### config.mk
export PLATFORM = sky130hd
export DESIGN_NAME = xbus_ctl
export DESIGN_NICKNAME = d
export VERILOG_FILES = /design/src/rtl/xbus_ctl.sv
export SDC_FILE = /design/constraint.sdc
export NUM_CORES = 1
export LEC_CHECK = 0
export BUFFER_PORTS_ARGS = -buffer_cell sky130_fd_sc_hd__buf_2
export CORE_ASPECT_RATIO = 1.75
export CORE_MARGIN = 2
export CORE_UTILIZATION = 51
export CTS_CLUSTER_SIZE = 28
export DETAILED_ROUTE_END_ITERATION = 12
export GPL_TIMING_DRIVEN = 1
export PLACE_DENSITY = 0.86
export SETUP_SLACK_MARGIN = 0.5
export SYNTH_ARGS = -nofsm -noshare
export SYNTH_HDL_FRONTEND = slang
export SYNTH_SLANG_ARGS = --single-unit
### constraint.sdc
create_clock -name clk -period 2 [get_ports clk]
set_input_delay 0.2 -clock clk [delete_from_list [all_inputs] [get_ports clk]]
set_output_delay 0.2 -clock clk [all_outputs]
set_load 0.05 [all_outputs]
### src/rtl/xbus_ctl.sv
module xbus_ctl #(
  parameter int ADDR_W     = 16,
  parameter int DATA_W     = 8,
  parameter int STATE_CLKS = 2,
  parameter int STATES     = 6
) (
  input  logic              clk,
  input  logic              rst_n,
  input  logic              ale_only_ext,
  input  logic              lo_reg_we,
  input  logic              hi_reg_we,
  input  logic [DATA_W-1:0] reg_wdata,
  input  logic              req_valid,
  input  logic [1:0]        req_kind,
  input  logic              req_write,
  input  logic [ADDR_W-1:0] req_addr,
  input  logic [DATA_W-1:0] req_wdata,
  output logic              req_accept,
  output logic              acc_done,
  output logic [DATA_W-1:0] rd_data,
  input  logic [DATA_W-1:0] lo_in,
  output logic [DATA_W-1:0] lo_out,
  output logic              lo_oe,
  output logic [DATA_W-1:0] hi_out,
  output logic              ale,
  output logic              wr_n,
  output logic              rd_n,
  output logic              code_rd_n
);
  localparam int CYC = STATES * STATE_CLKS;
  localparam int CW  = $clog2(CYC);
  localparam logic [CW-1:0] C_LAST     = CW'(CYC - 1);
  localparam logic [CW-1:0] C_ALE_END  = CW'(STATE_CLKS);
  localparam logic [CW-1:0] C_ADDR_END = CW'(STATE_CLKS + STATE_CLKS / 2);
  localparam logic [CW-1:0] C_STB_BEG  = CW'(2 * STATE_CLKS);
  localparam logic [CW-1:0] C_STB_END  = CW'(5 * STATE_CLKS);
  localparam logic [CW-1:0] C_ALE2_BEG = CW'(3 * STATE_CLKS);
  localparam logic [CW-1:0] C_ALE2_END = CW'(4 * STATE_CLKS);
  localparam logic [1:0] K_FETCH = 2'd0;
  localparam logic [1:0] K_WIDE  = 2'd1;

  logic [CW-1:0]     cnt;
  logic              busy;
  logic [1:0]        q_kind;
  logic              q_wr;
  logic [ADDR_W-1:0] q_addr;
  logic [DATA_W-1:0] q_wdata;
  logic [DATA_W-1:0] lo_reg, hi_reg, rd_q;

  logic q_read, data_acc, in_addr, in_data, in_strobe, ale1, ale2;

  assign q_read    = !q_wr || (q_kind == K_FETCH);
  assign data_acc  = busy && (q_kind != K_FETCH);
  assign in_addr   = busy && (cnt < C_ADDR_END);
  assign in_data   = busy && (cnt >= C_ADDR_END) && (cnt <= C_STB_END);
  assign in_strobe = busy && (cnt >= C_STB_BEG) && (cnt < C_STB_END);
  assign ale1      = cnt < C_ALE_END;
  assign ale2      = (cnt >= C_ALE2_BEG) && (cnt < C_ALE2_END);

  always_ff @(posedge clk) begin
    if (!rst_n) begin
      cnt     <= C_LAST;
      busy    <= 1'b0;
      q_kind  <= K_FETCH;
      q_wr    <= 1'b0;
      q_addr  <= '0;
      q_wdata <= '0;
      lo_reg  <= '1;
      hi_reg  <= '1;
      rd_q    <= '0;
    end else begin
      cnt <= (cnt == C_LAST) ? '0 : cnt + CW'(1);
      if (cnt == C_LAST) begin
        busy <= req_valid;
        if (req_valid) begin
          q_kind  <= req_kind;
          q_wr    <= req_write;
          q_addr  <= req_addr;
          q_wdata <= req_wdata;
        end
      end
      if (lo_reg_we) lo_reg <= reg_wdata;
      if (hi_reg_we) hi_reg <= reg_wdata;
      if (busy && q_read && (cnt == C_STB_END - CW'(1))) rd_q <= lo_in;
    end
  end

  assign req_accept = req_valid && (cnt == C_LAST);
  assign acc_done   = busy && (cnt == C_STB_END);
  assign rd_data    = rd_q;

  assign lo_out = in_addr ? q_addr[DATA_W-1:0] :
                  (in_data && !q_read) ? q_wdata : lo_reg;
  assign lo_oe  = !(in_data && q_read);
  assign hi_out = (busy && (q_kind <= K_WIDE)) ? q_addr[ADDR_W-1 -: DATA_W] : hi_reg;

  assign wr_n      = !(in_strobe && data_acc && q_wr);
  assign rd_n      = !(in_strobe && data_acc && !q_wr);
  assign code_rd_n = !(in_strobe && busy && (q_kind == K_FETCH));

  assign ale = ale_only_ext ? (busy && ale1) : (ale1 || (ale2 && !data_acc));
endmodule

Yosys cells after proc, flatten, opt, wreduce, memory -nomap -nowiden
Index checks and enable logic that the tools add are counted.
{"block": "totals", "elab_cells": 63, "ram_bits": 0, "memories": 0, "latch_bits": 0, "mem_bits_ro": 0, "register_bits": 56}
{"block": "op_classes", "reduce_logical": 34, "shifts": 0, "mux": 5, "bitwise_logic": 1, "n_div": 0, "n_eq_ne": 3, "magnitude_cmp": 9, "add_sub_neg": 1, "multipliers": 0}
{"cell": "8-bit 2-to-1 mux", "n": 3}
{"cell": "1-bit logical AND", "n": 21}
{"cell": "4-bit equality test (second input constant)", "n": 3}
{"cell": "4-bit by 3-bit >= comparator with 1-bit output (second input constant)", "n": 2}
{"cell": "4-bit by 2-bit < comparator with 1-bit output (second input constant)", "n": 2}
{"cell": "4-bit < comparator (second input constant)", "n": 2}
{"cell": "1-bit logical NOT", "n": 7}
{"cell": "4-bit by 1-bit adder with 4-bit output (second input constant)", "n": 1}
{"cell": "4-bit by 2-bit >= comparator with 1-bit output (second input constant)", "n": 1}
{"cell": "4-bit <= comparator (second input constant)", "n": 1}
{"cell": "4-bit 2-to-1 mux", "n": 1}
{"cell": "2-bit by 1-bit <= comparator with 1-bit output (second input constant)", "n": 1}
{"cell": "2-bit logical NOT", "n": 1}
{"cell": "1-bit logical OR", "n": 2}
{"cell": "2-bit AND reduction", "n": 1}
{"cell": "2-bit nonzero test", "n": 1}
{"cell": "2-bit OR reduction", "n": 1}
{"cell": "1-bit 2-to-1 mux", "n": 1}
{"cell": "1-bit NOT", "n": 1}

Depth between registers and ports, before layout
{"block": "depth", "ltp_word": 6, "mapped_depth": 7, "mapped_depth_nobuf": 5}

Worst setup path after synthesis
No wires, ideal clock.
{"block": "synth_path", "path_type": "reg-to-output", "from": "register cnt[0]", "to": "output port lo_out[0]", "setup_slack_ns": 0.113, "path_stages_with_launch": 7, "required_ns": 1.800, "arrival_time_ns": 1.687, "cell_sequence": "dfxtp_1 -> ha_1 -> nor2_2 -> o2bb2ai_4 -> and3_1 -> buf_6 -> o211ai_2"}
{"block": "synth_via", "elab_chain_cells": 6, "word_cells_on_any_way": 9, "classes_between": "order compare: 3; mux: 2; reduce/logical: 4"}
{"element": "from (decl)", "line_no": "42", "rtl": "logic [CW-1:0] cnt;"}
{"element": "from (signal assigned)", "line_no": "72", "rtl": "cnt <= (cnt == C_LAST) ? '0 : cnt + CW'(1);"}
{"element": "4-bit by 2-bit >= comparator with 1-bit output", "line_no": "55", "rtl": "assign in_data = busy && (cnt >= C_ADDR_END) && (cnt <= C_STB_END);"}
{"element": "1-bit logical AND (2 in series)", "line_no": "55"}
{"element": "1-bit logical AND", "line_no": "93", "rtl": "(in_data && !q_read) ? q_wdata : lo_reg;"}
{"element": "8-bit 2-to-1 mux", "line_no": "93"}
{"element": "8-bit 2-to-1 mux (*)", "line_no": "92", "rtl": "assign lo_out = in_addr ? q_addr[DATA_W-1:0] :"}
{"element": "to (decl)", "line_no": "22", "rtl": "output logic [DATA_W-1:0] lo_out,"}
Every way passes the cells marked *; elsewhere a longest branch is shown, timed or not.

Worst setup path in the final report
{"block": "layout_path", "from": "register cnt[1]", "to": "output port lo_out[2]"}
Same word-level chain as after synthesis.

==> reports/results.ini <==
[cells_and_area]
largest_reg_flops=16
regMostFlops=q_addr
syn_to_final_growth_pct=51.7
fillCellCount=270
nNetsFinal=443
drive_gt1_frac=0.486
fin_util=0.801
finish.instance_area_mm2=0.00395
num_antenna_cells=0

[global_routing]
overflow=0
grt_pass1_vias=2475
antenna_found_initial=0
grt_usage=0.263
grt_first_pass_wirelength_um=11600
grt_start_max_net_pins=35

[timing]
skew_ps=14.1
rsz0062_at_grt=yes
worst_slack_ps=42.5
maxSlewViolCount=0
fin_setup_tns_ps=0
hold_violations=0
tightestPinTransition_ps=450
relSlewSlack=0.697
period_share=0.979
min_period_ps=1960
clock.fmax_ghz=0.511
setup_violations=0

[detailed_routing]
drt_wl_total_um=8900
drc=0
avgViaCountPerCell=5.76
avgRoutedWirePerCell_um=19.9
initialDrtViolationCount=130
via_count=2576
postRouteAntennaNets=0
drtPass1Iterations=5

[die]
pin_count=80
rows=34
dieArea_mm2=0.00572
die_h_um=98.5
coreArea_mm2=0.00493
start_util=0.528
die_w_um=58.0

[synthesis]
yosys.area.top_type_share=0.430
synth_ff_type=dfxtp_1
synth_mux_area_frac=0.135
synth_nets=341
synth-adder-area-share=0.00961
netlist_area_mm2=0.00260
yosys_warnings=0
ys_seq_area_frac=0.430
async_flop_share=0
synth-compound-area-share=0.144
syn_area_per_cell_um2=8.98
synth_seq_cells=56
synth.distinct_cells=33
syn_inst=290
synth_area_leaders=dfxtp_1 (43%), nand2_1 (13%), mux2i_1 (9.6%)
synthSimpleGateAreaFrac=0.222
synth_top_family_by_area=simple AND/OR/NAND/NOR gates
synth_edf_count=0
synth_xor_xnor_area_share=0.00336
yosys.area.top_type=dfxtp_1

[clocking]
clk_latency_ps=320
htree_levels=2
cts_root_buf=clkbuf_8
numCtsBuffers=5
ctsHoldBuffers=0
tritoncts=built
clk_pin_slew_worst_paths_ps=110
cts_sinks=56
clock_path_buffers=2

[critical_path]
cp.arrival_ps=1760
worstSetupPathType=flop to primary output
cp_max_fo=8
cp-start-kind=flop
cp-end-kind=primary output
required_ps=1800

[placed_design]
port_buffers=79
detailed_place_hpwl_um=4920
post_dp_cell_area_mm2=0.00310
place.gp.congestion=0.818
pre_cts_ws_ps=170

[power]
p_leak_nw=1.73
power_density_mw_per_mm2=836
finalPower_mw=3.31
peakVddDrop_uv=948

[min_path]
holdCritPathClass=input port to flop

[run]
maxCapViolCount=0

[outcome]
run_status=complete, no violations

-- cell usage after synthesis, types with 4 or more instances --
cell and number:
buf_2 4, nor2_1 5, a21boi_1 20, a21boi_0 8, dfxtp_1 56, nand2_1 90
clkbuf_1 11, mux2_2 9, mux2i_1 25, nand3_1 6, nand4_1 8, nor2b_1 11
o211ai_2 8
-- where the power goes --
group,internal (mW),switching [mW]
logic,0.611,0.661
clock network,0.372,0.395
registers,1.20,0.0651
total,2.18,1.12
-- cell families (layout without fill, tap and decap cells) --
| family | after synthesis | in the layout |
|---|---|---|
| xor+xnor | 1 | 1 |
| compound gates | 43 | 43 |
| flops | 56 | 56 |
| buf+inv | 25 | 128 |
| fa+ha+maj | 2 | 2 |
| mux | 34 | 34 |
| simple gates | 129 | 129 |
-- metal layers --
| layer | vias up | track usage | part of all wire |
|---|---|---|---|
| met4 | 0 | 0.131 | 0.055 |
| met3 | 38 | 0.0367 | 0.073 |
| met1 | 1218 | 0.268 | 0.34 |
| li1 | 1178 | - | - |
| met5 | - | 0 | 0 |
| met2 | 142 | 0.497 | 0.53 |
-- path summary, 6_finish.rpt --
path / from / to / cells past startpoint / slack, ps
worst min-delay path: req_addr[11] / q_addr[11] / 3 / 110
worst max register to register: cnt[3] / q_kind[1] / 12 / 210
worst max-delay path: cnt[1] / lo_out[2] / 6 / 40
worst min register to register: q_addr[5] / q_addr[5] / 2 / 460
-- critical path: stages (launching register included) --
cell,delay (ps)
dfxtp_4,390
ha_4,150
nor2_4,60
o2bb2ai_4,180
and3_4,390
o211ai_4,100
buf_6,160
-- what timing repair did --
item / in CTS / in global routing
gates cloned: 0 / 5
setup endpoints to repair: 31 / 58
resized for setup: 67 / 69
pin swaps: 4 / 23
setup buffers: 15 / 9
-- stage by stage --
stage / instances / hold WS [ps]
6_report: 447 / 108
5_1_grt: 447 / 119
4_1_cts: 433 / 110
3_5_place_dp: 410 / 445
3_3_place_gp: 410 / 431
2_1_floorplan: 290 / 328
-- final cells by class --
type / count / area [um^2] / share of cell area
Multi-Input combinational cell: 209 / 1620 / 0.409
Sequential cell: 56 / 1140 / 0.289
Timing Repair Buffer: 117 / 1000 / 0.253
Clock buffer: 5 / 68.8 / 0.0174
Tap cell: 54 / 67.6 / 0.0171
Clock inverter: 3 / 42.5 / 0.0108
Inverter: 3 / 16.3 / 0.00412
-- cell usage in the layout, fill, tap and decap left out, types with 5 or more instances in the layout --
cell type / count
buf_2: 56
nand2_2: 10
o211ai_4: 8
a21boi_2: 9
buf_12: 5
mux2_4: 8
clkbuf_8: 5
buf_6: 31
nand4_1: 8
nand2_1: 73
dfxtp_4: 5
nor2b_1: 10
buf_4: 18
a21boi_1: 18
mux2i_1: 25
nand2_4: 7
dfxtp_1: 50
Power figures use the tool's default switching activity.
